==> src/rtl/cr_pkg.sv <==
package cr_pkg;
   localparam int FLD_W = 4;

   // Flag positions inside one field
   localparam int POS_LT = 3;
   localparam int POS_GT = 2;
   localparam int POS_EQ = 1;
   localparam int POS_SO = 0;

   typedef struct packed {
      logic lt;
      logic gt;
      logic eq;
      logic so;
   } cr_flags_t;

   function automatic logic [FLD_W-1:0] pack_flags(input cr_flags_t f);
      return {f.lt, f.gt, f.eq, f.so};
   endfunction
endpackage

==> src/rtl/cr_cmp_encode.sv <==
module cr_cmp_encode #(
   parameter int OPND_W      = 64,
   parameter bit SIGNED_MODE = 1'b1
) (
   input  logic [OPND_W-1:0]        opnd_a,
   input  logic [OPND_W-1:0]        opnd_b,
   input  logic                     so_in,
   output logic [cr_pkg::FLD_W-1:0] nib
);
   cr_pkg::cr_flags_t flags;

   generate
      if (SIGNED_MODE) begin : g_signed
         // compare against zero; opnd_b is unused in this variant
         logic unused_b;
         assign unused_b = ^opnd_b;
         always_comb begin
            flags.lt = opnd_a[OPND_W-1];
            flags.eq = (opnd_a == '0);
            flags.gt = !opnd_a[OPND_W-1] && (opnd_a != '0);
            flags.so = so_in;
         end
      end else begin : g_unsigned
         always_comb begin
            flags.lt = (opnd_a < opnd_b);
            flags.gt = (opnd_a > opnd_b);
            flags.eq = (opnd_a == opnd_b);
            flags.so = so_in;
         end
      end
   endgenerate

   assign nib = cr_pkg::pack_flags(flags);
endmodule

==> src/rtl/cr_field_slot.sv <==
module cr_field_slot (
   input  logic                     clk,
   input  logic                     rst_n,
   input  logic                     cmp_we,
   input  logic [cr_pkg::FLD_W-1:0] cmp_nib,
   input  logic                     bit_we,
   input  logic [1:0]               bit_sub,
   input  logic                     bit_val,
   input  logic                     full_we,
   input  logic [cr_pkg::FLD_W-1:0] full_nib,
   output logic [cr_pkg::FLD_W-1:0] q
);
   logic [cr_pkg::FLD_W-1:0] bit_merged;

   // sub-index 0 selects the top bit of the field
   always_comb begin
      bit_merged = q;
      bit_merged[2'd3 - bit_sub] = bit_val;
   end

   always_ff @(posedge clk or negedge rst_n) begin
      if (!rst_n)       q <= '0;
      else if (cmp_we)  q <= cmp_nib;
      else if (bit_we)  q <= bit_merged;
      else if (full_we) q <= full_nib;
   end
endmodule

==> src/rtl/cr_update_unit.sv <==
module cr_update_unit #(
   parameter int NUM_FIELDS = 8,
   parameter int OPND_W     = 64,
   parameter int XER_W      = 32,
   parameter int SO_BIT     = 31,
   localparam int CR_W      = NUM_FIELDS * cr_pkg::FLD_W,
   localparam int FIDX_W    = $clog2(NUM_FIELDS),
   localparam int BIDX_W    = $clog2(CR_W)
) (
   input  logic              clk,
   input  logic              rst_n,
   input  logic [XER_W-1:0]  exc_word,
   input  logic              sgn_en,
   input  logic [FIDX_W-1:0] sgn_fld,
   input  logic [OPND_W-1:0] sgn_val,
   input  logic              uns_en,
   input  logic [FIDX_W-1:0] uns_fld,
   input  logic [OPND_W-1:0] uns_a,
   input  logic [OPND_W-1:0] uns_b,
   input  logic              bit_en,
   input  logic [BIDX_W-1:0] bit_idx,
   input  logic              bit_val,
   input  logic              full_en,
   input  logic [CR_W-1:0]   full_data,
   input  logic [BIDX_W-1:0] rd_idx,
   output logic              rd_bit,
   output logic [CR_W-1:0]   cr_value
);
   localparam int FW = cr_pkg::FLD_W;

   // elaboration-time parameter checks
   if (NUM_FIELDS < 2 || (1 << FIDX_W) != NUM_FIELDS) begin : g_bad_fields
      $error("NUM_FIELDS must be a power of two, at least 2");
   end
   if (SO_BIT >= XER_W) begin : g_bad_so
      $error("SO_BIT lies outside the exception word");
   end
   if (OPND_W < 2) begin : g_bad_opnd
      $error("OPND_W too small");
   end

   logic [FW-1:0] sgn_nib, uns_nib;
   logic          so_now;

   assign so_now = exc_word[SO_BIT];

   cr_cmp_encode #(.OPND_W(OPND_W), .SIGNED_MODE(1'b1)) u_sgn_enc (
      .opnd_a (sgn_val),
      .opnd_b ('0),
      .so_in  (so_now),
      .nib    (sgn_nib)
   );

   cr_cmp_encode #(.OPND_W(OPND_W), .SIGNED_MODE(1'b0)) u_uns_enc (
      .opnd_a (uns_a),
      .opnd_b (uns_b),
      .so_in  (so_now),
      .nib    (uns_nib)
   );

   logic [FIDX_W-1:0] bit_fld;
   logic [1:0]        bit_sub;
   assign bit_fld = bit_idx[BIDX_W-1:2];
   assign bit_sub = bit_idx[1:0];

   for (genvar f = 0; f < NUM_FIELDS; f++) begin : g_field
      logic          sgn_hit, uns_hit, bit_hit;
      logic [FW-1:0] cmp_nib, q;

      assign sgn_hit = sgn_en && (sgn_fld == FIDX_W'(f));
      assign uns_hit = uns_en && (uns_fld == FIDX_W'(f));
      assign bit_hit = bit_en && (bit_fld == FIDX_W'(f));
      // signed result wins a same-field clash with the unsigned one
      assign cmp_nib = sgn_hit ? sgn_nib : uns_nib;

      cr_field_slot u_slot (
         .clk      (clk),
         .rst_n    (rst_n),
         .cmp_we   (sgn_hit | uns_hit),
         .cmp_nib  (cmp_nib),
         .bit_we   (bit_hit),
         .bit_sub  (bit_sub),
         .bit_val  (bit_val),
         .full_we  (full_en),
         .full_nib (full_data[CR_W-1-FW*f -: FW]),
         .q        (q)
      );

      // field 0 lives in the most significant nibble
      assign cr_value[CR_W-1-FW*f -: FW] = q;
   end

   assign rd_bit = cr_value[BIDX_W'(CR_W-1) - rd_idx];
endmodule

==> config.mk <==
export PLATFORM = sky130hd
export DESIGN_NAME = cr_update_unit
export DESIGN_NICKNAME = d
export VERILOG_FILES = /design/src/rtl/cr_pkg.sv /design/src/rtl/cr_cmp_encode.sv /design/src/rtl/cr_field_slot.sv /design/src/rtl/cr_update_unit.sv
export SDC_FILE = /design/constraint.sdc
export NUM_CORES = 1
export LEC_CHECK = 0
export BUFFER_PORTS_ARGS = -buffer_cell sky130_fd_sc_hd__buf_2
export CAP_MARGIN = 20
export CELL_PAD_IN_SITES_DETAIL_PLACEMENT = 0
export CELL_PAD_IN_SITES_GLOBAL_PLACEMENT = 2
export CORE_MARGIN = 2
export CORE_UTILIZATION = 23
export CTS_CLUSTER_DIAMETER = 150
export DETAILED_ROUTE_END_ITERATION = 10
export PLACE_DENSITY = 0.88
export SLEW_MARGIN = 20
export SYNTH_ARGS = -nofsm -noshare
export SYNTH_HDL_FRONTEND = slang
export SYNTH_SLANG_ARGS = --single-unit
==> constraint.sdc <==
create_clock -name clk -period 7.45 [get_ports clk]
set_input_delay 1.8625 -clock clk [delete_from_list [all_inputs] [get_ports clk]]
set_output_delay 1.8625 -clock clk [all_outputs]
set_load 0.1 [all_outputs]
==> results of run 1 <==
## how the worst min path moves through the flow
stage | cells after the start | start | to
after floorplan | 2 | g_field[4].u_slot.q[0]$_DFFE_PN0P_ | g_field[4].u_slot.q[0]$_DFFE_PN0P_
after global placement | 2 | g_field[5].u_slot.q[3]$_DFFE_PN0P_ | g_field[5].u_slot.q[3]$_DFFE_PN0P_
after detailed placement | 2 | g_field[5].u_slot.q[3]$_DFFE_PN0P_ | g_field[5].u_slot.q[3]$_DFFE_PN0P_
after CTS | 2 | g_field[5].u_slot.q[3]$_DFFE_PN0P_ | g_field[5].u_slot.q[3]$_DFFE_PN0P_
after global routing | 1 | g_field[2].u_slot.q[0]$_DFFE_PN0P_ | g_field[2].u_slot.q[0]$_DFFE_PN0P_
final | 2 | g_field[5].u_slot.q[3]$_DFFE_PN0P_ | g_field[5].u_slot.q[3]$_DFFE_PN0P_
## power groups by stage
| stage | sequential [mW] | clock (mW) | combinational, mW |
|---|---|---|---|
| final | 0.226 | 0.214 | 0.525 |
| after CTS | 0.226 | 0.215 | 0.526 |
| after global routing | 0.230 | 0.223 | 0.564 |
| after global placement | 0.228 | 0 | 0.523 |
| after floorplan | 0.409 | 0 | 0.182 |
| after detailed placement | 0.229 | 0 | 0.524 |
## logic make-up after synthesis
family / Yosys count
simple gates: 243
buf+inv: 83
fa+ha+maj: 64
compound gates: 180
mux: 17
flops: 32
## layout by cell type (no fill, tap or decap), types with 8 or more instances in the layout
| cell type | n |
|---|---|
| buf_2 | 280 |
| a21oi_1 | 74 |
| inv_1 | 66 |
| ha_1 | 64 |
| nand2_1 | 63 |
| nor2_1 | 55 |
| o21ai_0 | 47 |
| dfrtp_1 | 32 |
| nand4_1 | 21 |
| nor4_1 | 20 |
| nand3_1 | 18 |
| nand2b_1 | 14 |
| nor2b_1 | 13 |
| mux4_2 | 10 |
| a221oi_1 | 10 |
| nor3b_1 | 9 |
| nand3b_1 | 9 |
| a211oi_1 | 8 |
| o22ai_1 | 8 |
## cell type report
type	instances	area share (%)
Tap cell	265	5.156
Clock inverter	2	0.1556
Multi-Input combinational cell	504	54.03
Sequential cell	32	12.45
Clock buffer	6	2.160
Inverter	66	3.852
Timing Repair Buffer	283	22.20
## metal layers
| layer | track usage, % | routed length (um) | up-vias | part of all wire [%] |
|---|---|---|---|---|
| met3 | 3.699 | 1455 | 30 | 7.3 |
| met1 | 22.60 | 8358 | 2561 | 42 |
| li1 | - | - | 2816 | - |
| met4 | 4.118 | 384 | 0 | 1.9 |
| met5 | 0 | 0 | - | 0 |
| met2 | 31.21 | 9601 | 249 | 48 |
## stage by stage
stage               power [mW]  std cells
floorplan               0.5912        619
detailed placement      0.7534       1149
global placement        0.7509       1149
global route             1.017       1158
CTS                     0.9677       1157
finish                  0.9645       1158
## worst max-delay path: cells and delay by family
family / cells / cell delay [ps]
mux: 3 / 1340
buf+inv: 2 / 590
==> flow_metrics.tcl, run 1 <==
set metrics [dict create \
    status "completed" \
    ys_async_sr_fraction_pct 100.0 \
    clk_path_buf_depth 2 \
    synth_compound_area_share_pct 24.12 \
    p_per_area_mw_per_mm2 150.0 \
    overflow 0 \
    whs_ps 540.7 \
    grt_pass1_vias 5466 \
    tightest_slew_ps 1035 \
    dieArea_sq_mm 0.02120 \
    synthAdderAreaFrac_pct 17.37 \
    r2r-start "g_field[0].u_slot.q[2]$_DFFE_PN0P_" \
    fin_area_sq_mm 0.006431 \
    rsz0062_at_grt "no" \
    fin_ws_ps 1792 \
    grt_max_degree 33 \
    synth_top_area_share_pct 17.37 \
    largestRegisters "g_field.u_slot.q: 32 flops" \
    core_sq_mm 0.01959 \
    cp-startpoint "rd_idx[0]" \
    worstPathCellList "buf_2, mux4_2, mux4_2, mux2_2, buf_2" \
    clkTransAtPathRegs_ps 50 \
    hold_buffers 0 \
    synth.area.top_cells "dfrtp_1, ha_1, a21oi_1" \
    clock_insertion_delay_worst_skew_ps 280 \
    postCtsSetupRepairBufs 0 \
    drive_above_1_share_pct 36.62 \
    cts_max_level 2 \
    synthMuxAreaShare_pct 6.594 \
    cp-endpoint "rd_bit" \
    synth_fp_nets 962 \
    dr.pass1.iters 6 \
    hold_violations 0 \
    drv_slew 0 \
    gp_congestion 0.8868 \
    synth_top_family_by_area "simple AND/OR/NAND/NOR gates" \
    yosys.area.top_type "dfrtp_1" \
    switchingPower_mw 0.4753 \
    arrival_ps 3800 \
    r2r_slack_ps 6560 \
    regMostFlops "g_field.u_slot.q" \
    cts_tree "yes" \
    synth_warnings 0 \
    dp_hpwl_mm 16.46 \
    row_count 51 \
    ioPinCount 312 \
    ys_seq_elements 32 \
    chipWidth_um 145.6 \
    synthSimpleGateAreaFrac_pct 27.27 \
    seqPwrFrac_pct 23.4 \
    regArea_sq_um 800.8 \
    cpPeakStageDelay_ps 580 \
    cts_sinks 32 \
    synth-xor-area-share_pct 0 \
    cts_resized 0 \
    start_util_pct 23.54 \
    fin_crit_sh_pct 75.94 \
    cpMaxStageDelayCell "mux4_2" \
    syn_to_final_growth_pct 39.48 \
    cp-start-kind "input port" \
    crit_fanout 8 \
    antenna_found_initial 0 \
    postPlaceCellArea_sq_mm 0.006271 \
    slew_headroom_pct 30.84 \
    diodes 0 \
    post_drt_wl_per_cell_um 17.10 \
    netlist-cell-type-count 51 \
    internal-power_mw 0.4892 \
    largest_register_ffs 32 \
    wl_mm 19.80 \
    ys_top_cells_by_count "a21oi_1, inv_1, ha_1" \
    synth-main-ff-cell "dfrtp_1" \
    ant_nets 0 \
    nNetsFinal 1235 \
    p_leak_nw 3.236 \
    drv_cap 0 \
    setup_viol 0 \
    grt_util_all_layers_pct 17.86 \
    ir_drop_v 0.00006504 \
    criticalPathCategory "in -> out" \
    clock.fmax_mhz 176.7 \
    port_buffers 280 \
    nFillCells 2191 \
    synth_edf_count 0 \
    fin_tns_setup_ps 0 \
    route.detailed.drc 0 \
    cts_root_buf "clkbuf_16" \
    syn_area_sq_mm 0.004611 \
    drt_iter0_drc 331 \
    viasPerCell 4.884 \
    die_h_um 145.6 \
    rr_endpoint "g_field[0].u_slot.q[2]$_DFFE_PN0P_" \
    critPathCaptureType "primary output" \
    syn_avg_cell_area_sq_um 7.449 \
    synth_most_common_cell "a21oi_1" \
    multiInputGateArea_sq_mm 0.003475 \
    power.share.clock_pct 22.1 \
    post-route-util_pct 32.83 \
    reg2regPathDepth 4 \
    cts_made_buffers 5 \
    grt_pass1_wl_mm 30.15 \
    ys_seq_area_share_pct 17.37 \
    vias 5656 \
    power_frac_comb_pct 54.4 \
    dp_worst_setup_slack_ps 1783 \
    p_sw_share_pct 49.28 \
    crit_required_ps 5590 \
    fin_worst_skew_ps 0 \
    worst_hold_path_type "reg -> reg" \
    synthCells 619 \
    finalCriticalPeriod_ps 5658 \
]
No activity file was read; power rests on OpenSTA's default activity.
==> run 2: changes to the inputs <==
CORE_UTILIZATION = 21   (was 23)
PLACE_DENSITY = 0.81   (was 0.88)
clock period = 5.6 ns   (was 7.45 ns; I/O delays follow)
==> flow_metrics.tcl, run 2 (synthesis gave the netlist of run 1 again) <==
set metrics [dict create \
    cp-start-kind "input port" \
    drt_iter0_drc 256 \
    port_buffers 280 \
    die_h_um 152.2 \
    postCtsSetupRepairBufs 0 \
    antenna_found_initial 2 \
    cts_max_level 2 \
    r2r_slack_ps 4700 \
    largestRegisters "g_field.u_slot.q: 32 flops" \
    ir_drop_v 0.0001029 \
    clock_insertion_delay_worst_skew_ps 280 \
    finalCriticalPeriod_ps 4750 \
    status "completed" \
    largest_register_ffs 32 \
    power.share.clock_pct 22.5 \
    core_sq_mm 0.02169 \
    worstPathCellList "buf_2, mux4_2, mux4_2, mux2_2, buf_2" \
    cts_root_buf "clkbuf_16" \
    cts_made_buffers 5 \
    row_count 54 \
    grt_max_degree 33 \
    p_sw_share_pct 49.34 \
    chipWidth_um 152.2 \
    seqPwrFrac_pct 23.1 \
    fin_worst_skew_ps 0 \
    rsz0062_at_grt "no" \
    regMostFlops "g_field.u_slot.q" \
    criticalPathCategory "in -> out" \
    cts_sinks 32 \
    grt_pass1_wl_mm 31.40 \
    gp_congestion 0.8534 \
    crit_required_ps 4200 \
    overflow 0 \
    cts_resized 0 \
    dp_hpwl_mm 17.16 \
    wl_mm 20.71 \
    grt_util_all_layers_pct 17.26 \
    internal-power_mw 0.6535 \
    p_per_area_mw_per_mm2 199.9 \
    mostFrequentLayoutCells "buf_2, a21oi_1, inv_1, ha_1, nand2_1" \
    power_frac_comb_pct 54.5 \
    clock.fmax_mhz 210.5 \
    drive_above_1_share_pct 36.47 \
    tightest_slew_ps 1053 \
    p_leak_nw 3.234 \
    final_common_cell "buf_2" \
    clkTransAtPathRegs_ps 60 \
    p_total_mw 1.290 \
    nNetsFinal 1236 \
    ant_nets 0 \
    cpMaxStageDelayCell "mux4_2" \
    cpPeakStageDelay_ps 610 \
    post_drt_wl_per_cell_um 17.62 \
    switchingPower_mw 0.6365 \
    worst_hold_path_type "reg -> reg" \
    vias 5561 \
    viasPerCell 4.733 \
    crit_fanout 8 \
    hold_buffers 0 \
    grt_pass1_vias 5552 \
    critPathCaptureType "primary output" \
    clk_path_buf_depth 2 \
    fin_crit_sh_pct 84.83 \
    drv_slew 0 \
    dr.pass1.iters 5 \
    slew_headroom_pct 29.67 \
    fin_tns_setup_ps 0 \
    drv_cap 0 \
    ioPinCount 312 \
    dieArea_sq_mm 0.02316 \
    syn_to_final_growth_pct 39.97 \
    route.detailed.drc 0 \
    arrival_ps 3350 \
    cts_tree "yes" \
    hold_violations 0 \
    start_util_pct 21.26 \
    setup_viol 0 \
]
run 2: area by class of cell:
| cell class | instances | area (sq um) |
|---|---|---|
| fillers | 2434 | 15230 |
| multi-input cells | 504 | 3475 |
| repair buffers | 284 | 1431 |
| flip-flops and latches | 32 | 800.8 |
| well taps | 280 | 350.3 |
| inverters | 66 | 247.7 |
| clock buffers | 8 | 146.4 |
| diodes | 1 | 2.502 |
run 2: layer usage:
| layer | track usage (%) | up-vias | share of wire (%) |
|---|---|---|---|
| met5 | 0 | - | 0.077 |
| met4 | 4.584 | 2 | 1.9 |
| met3 | 4.863 | 29 | 9.2 |
| met2 | 29.06 | 272 | 47 |
| met1 | 21.70 | 2439 | 42 |
| li1 | - | 2819 | - |
run 2: power by group through the flow:
| stage | combinational [mW] | clock (mW) | sequential [mW] |
|---|---|---|---|
| finish | 0.702 | 0.290 | 0.298 |
| floorplan | 0.242 | 0 | 0.545 |
| CTS | 0.708 | 0.290 | 0.299 |
| detailed placement | 0.705 | 0 | 0.303 |
| global route | 0.758 | 0.301 | 0.303 |
| global placement | 0.704 | 0 | 0.303 |
run 2: stage by stage:
step	cell area, sq um	cells	util, %	hold WS, ps	setup WS (ps)
detailed placement	6305	1166	29.07	539.8	833.6
floorplan	4611	619	-	981.5	1112
global route	6454	1175	29.76	555.1	782.8
global placement	6305	1166	29.07	534.8	829.8
finish	6454	1175	29.76	541.4	849.8
CTS	6451	1174	29.74	546.2	823.2
run 2: path summary, 6_finish.rpt:
path                                               startpoint                                 end  depth (start not counted)
max in group asynchronous                               rst_n  g_field[7].u_slot.q[2]$_DFFE_PN0P_                          1
min                        g_field[1].u_slot.q[0]$_DFFE_PN0P_  g_field[1].u_slot.q[0]$_DFFE_PN0P_                          1
max reg2reg                g_field[7].u_slot.q[2]$_DFFE_PN0P_  g_field[7].u_slot.q[2]$_DFFE_PN0P_                          3
min in group asynchronous                               rst_n  g_field[6].u_slot.q[0]$_DFFE_PN0P_                          1
max                                                 rd_idx[0]                              rd_bit                          5
min reg2reg                g_field[1].u_slot.q[0]$_DFFE_PN0P_  g_field[1].u_slot.q[0]$_DFFE_PN0P_                          1
run 2: worst max-delay path: cells and delay by family:
kind,cells,cell delay (ps)
mux,3,1350
buf+inv,2,600
==> run 3: changes to the inputs <==
ABC_AREA = 1   (was unset)
CORE_UTILIZATION = 19   (was 21)
PLACE_DENSITY = 0.79   (was 0.81)
clock period = 4 ns   (was 5.6 ns; I/O delays follow)
==> flow_metrics.tcl, run 3 <==
set metrics [dict create \
    drt_iter0_drc 314 \
    cpPeakStageDelay_ps 370 \
    synthCells 803 \
    crit_required_ps 3000 \
    vias 6285 \
    clock.fmax_mhz 290.1 \
    cts_max_level 2 \
    synth.area.top_cells "dfrtp_1, ha_1, inv_1" \
    ys_seq_elements 32 \
    core_sq_mm 0.02591 \
    worst_hold_path_type "reg -> reg" \
    fin_tns_setup_ps 0 \
    nNetsFinal 1432 \
    clock_insertion_delay_worst_skew_ps 280 \
    final_common_cell "buf_2" \
    status "completed" \
    slew_headroom_pct 43.15 \
    ys_top_cells_by_count "inv_1, nand2_1, nor2_1" \
    antenna_found_initial 9 \
    die_h_um 166.1 \
    cp_num_buf_inv 3 \
    route.detailed.drc 0 \
    mostFrequentLayoutCells "buf_2, inv_1, nand2_1, nor2_1, ha_1" \
    dieArea_sq_mm 0.02759 \
    regMostFlops "g_field.u_slot.q" \
    viasPerCell 4.395 \
    criticalPathCategory "in -> out" \
    tightest_slew_ps 852.7 \
    grt_pass1_wl_mm 34.44 \
    critPathCaptureType "primary output" \
    min_from "g_field[4].u_slot.q[0]$_DFFE_PN0P_" \
    drv_cap 0 \
    cpMaxStageDelayCell "inv_1" \
    synth_top_area_share_pct 16.04 \
    ys_seq_area_share_pct 16.04 \
    dr.pass1.iters 5 \
    ioPinCount 312 \
    p_per_area_mw_per_mm2 263.7 \
    dp_hpwl_mm 19.04 \
    fin_crit_sh_pct 86.17 \
    cts_made_buffers 5 \
    fin_ws_ps 553.2 \
    grt_max_degree 33 \
    largest_register_ffs 32 \
    gp_congestion 0.8484 \
    start_util_pct 19.27 \
    hold_buffers 0 \
    crit_fanout 21 \
    synth_fp_nets 1146 \
    synth_edf_count 0 \
    fin_worst_skew_ps 0 \
    syn_to_final_growth_pct 40.55 \
    synth_most_common_cell "inv_1" \
    hold_violations 0 \
    drv_slew 0 \
    worstPathCellList "buf_2, inv_1, o21ai_0, o211ai_1, nand3_1, a32oi_2, buf_12" \
    ir_drop_v 0.0002498 \
    cp-startpoint "rd_idx[0]" \
    clk_path_buf_depth 2 \
    syn_area_sq_mm 0.004992 \
    wl_mm 22.41 \
    post_drt_wl_per_cell_um 15.67 \
    row_count 59 \
    drive_above_1_share_pct 31.68 \
    stdcell_count 1430 \
    chipWidth_um 166.1 \
    r2r-start "g_field[3].u_slot.q[0]$_DFFE_PN0P_" \
    clkTransAtPathRegs_ps 60 \
    cts_root_buf "clkbuf_16" \
    cp-start-kind "input port" \
    yosys.area.top_type "dfrtp_1" \
    postCtsSetupRepairBufs 0 \
    cts_sinks 32 \
    synth-main-ff-cell "dfrtp_1" \
    cts_resized 0 \
    rsz0062_at_grt "no" \
    dp_cells 1417 \
    overflow 0 \
    ant_nets 0 \
    arrival_ps 2450 \
    largestRegisters "g_field.u_slot.q: 32 flops" \
    synth_warnings 0 \
    p_leak_nw 3.923 \
    finalCriticalPeriod_ps 3447 \
    grt_util_all_layers_pct 15.80 \
    ys_async_sr_fraction_pct 100.0 \
    netlist-cell-type-count 43 \
    cts_tree "yes" \
    grt_pass1_vias 6253 \
    syn_avg_cell_area_sq_um 6.217 \
    port_buffers 280 \
    dp_worst_setup_slack_ps 521.8 \
    setup_viol 0 \
    crit_family "buffers and inverters" \
]
run 3: cell type report:
type | count | area (sq um)
fill | 2985 | 18890
multi-input combinational | 597 | 3537
timing repair buffer | 287 | 1469
sequential | 32 | 800.8
inverter | 166 | 623.1
tap | 335 | 419.2
clock buffer | 7 | 152.6
antenna | 6 | 15.01
run 3: worst paths after layout:
path | slack [ps] | endpoint | cells past startpoint
setup / recovery | 550 | rd_bit | 7
hold / removal | 520 | g_field[4].u_slot.q[0]$_DFFE_PN0P_ | 2
setup reg to reg | 3130 | g_field[3].u_slot.q[0]$_DFFE_PN0P_ | 1
hold reg to reg | 520 | g_field[4].u_slot.q[0]$_DFFE_PN0P_ | 2
max in group asynchronous | 2630 | g_field[7].u_slot.q[2]$_DFFE_PN0P_ | 1
min in group asynchronous | 830 | g_field[2].u_slot.q[1]$_DFFE_PN0P_ | 1
run 3: worst min-delay path: cells and delay by family, from the launching register on:
kind | cells | cell delay (ps)
compound gates | 1 | 60
flops | 1 | 370
simple gates | 1 | 60
run 3: per-stage QoR:
stage / power (mW) / area, sq um / hold slack (ps) / utilization (%)
floorplan: 1.115 / 5000 / 704.4 / -
detailed placement: 1.449 / 6849 / 515.3 / 26.43
global route: 1.961 / 7009 / 569.1 / 27.05
finish: 1.850 / 7017 / 523.2 / 27.08
CTS: 1.863 / 7002 / 529.6 / 27.02
global placement: 1.446 / 6849 / 513.4 / 26.43
run 3: kinds of logic (layout without fill, tap and decap cells):
| logic type | count (synthesis) | count (layout) | synth area share, % |
|---|---|---|---|
| simple gates | 354 | 354 | 32.46 |
| compound gates | 174 | 174 | 21.08 |
| buf+inv | 174 | 460 | 13.26 |
| fa+ha+maj | 64 | 64 | 16.04 |
| flops | 32 | 32 | 16.04 |
| mux | 5 | 5 | 1.128 |
| other cells | 0 | 6 | 0 |
run 3: layer usage:
layer	global-route usage, %	part of all wire (%)	vias to the layer above
li1	-	-	3248
met3	3.313	6.6	23
met4	3.403	1.2	6
met1	20.94	45	2798
met5	0	0.15	-
met2	26.43	47	210
run 3: power breakdown:
group / switching (mW) / internal (mW)
Combinational: 0.728 / 0.286
Sequential: 0.0547 / 0.373
Clock: 0.147 / 0.261
Total: 0.929 / 0.921
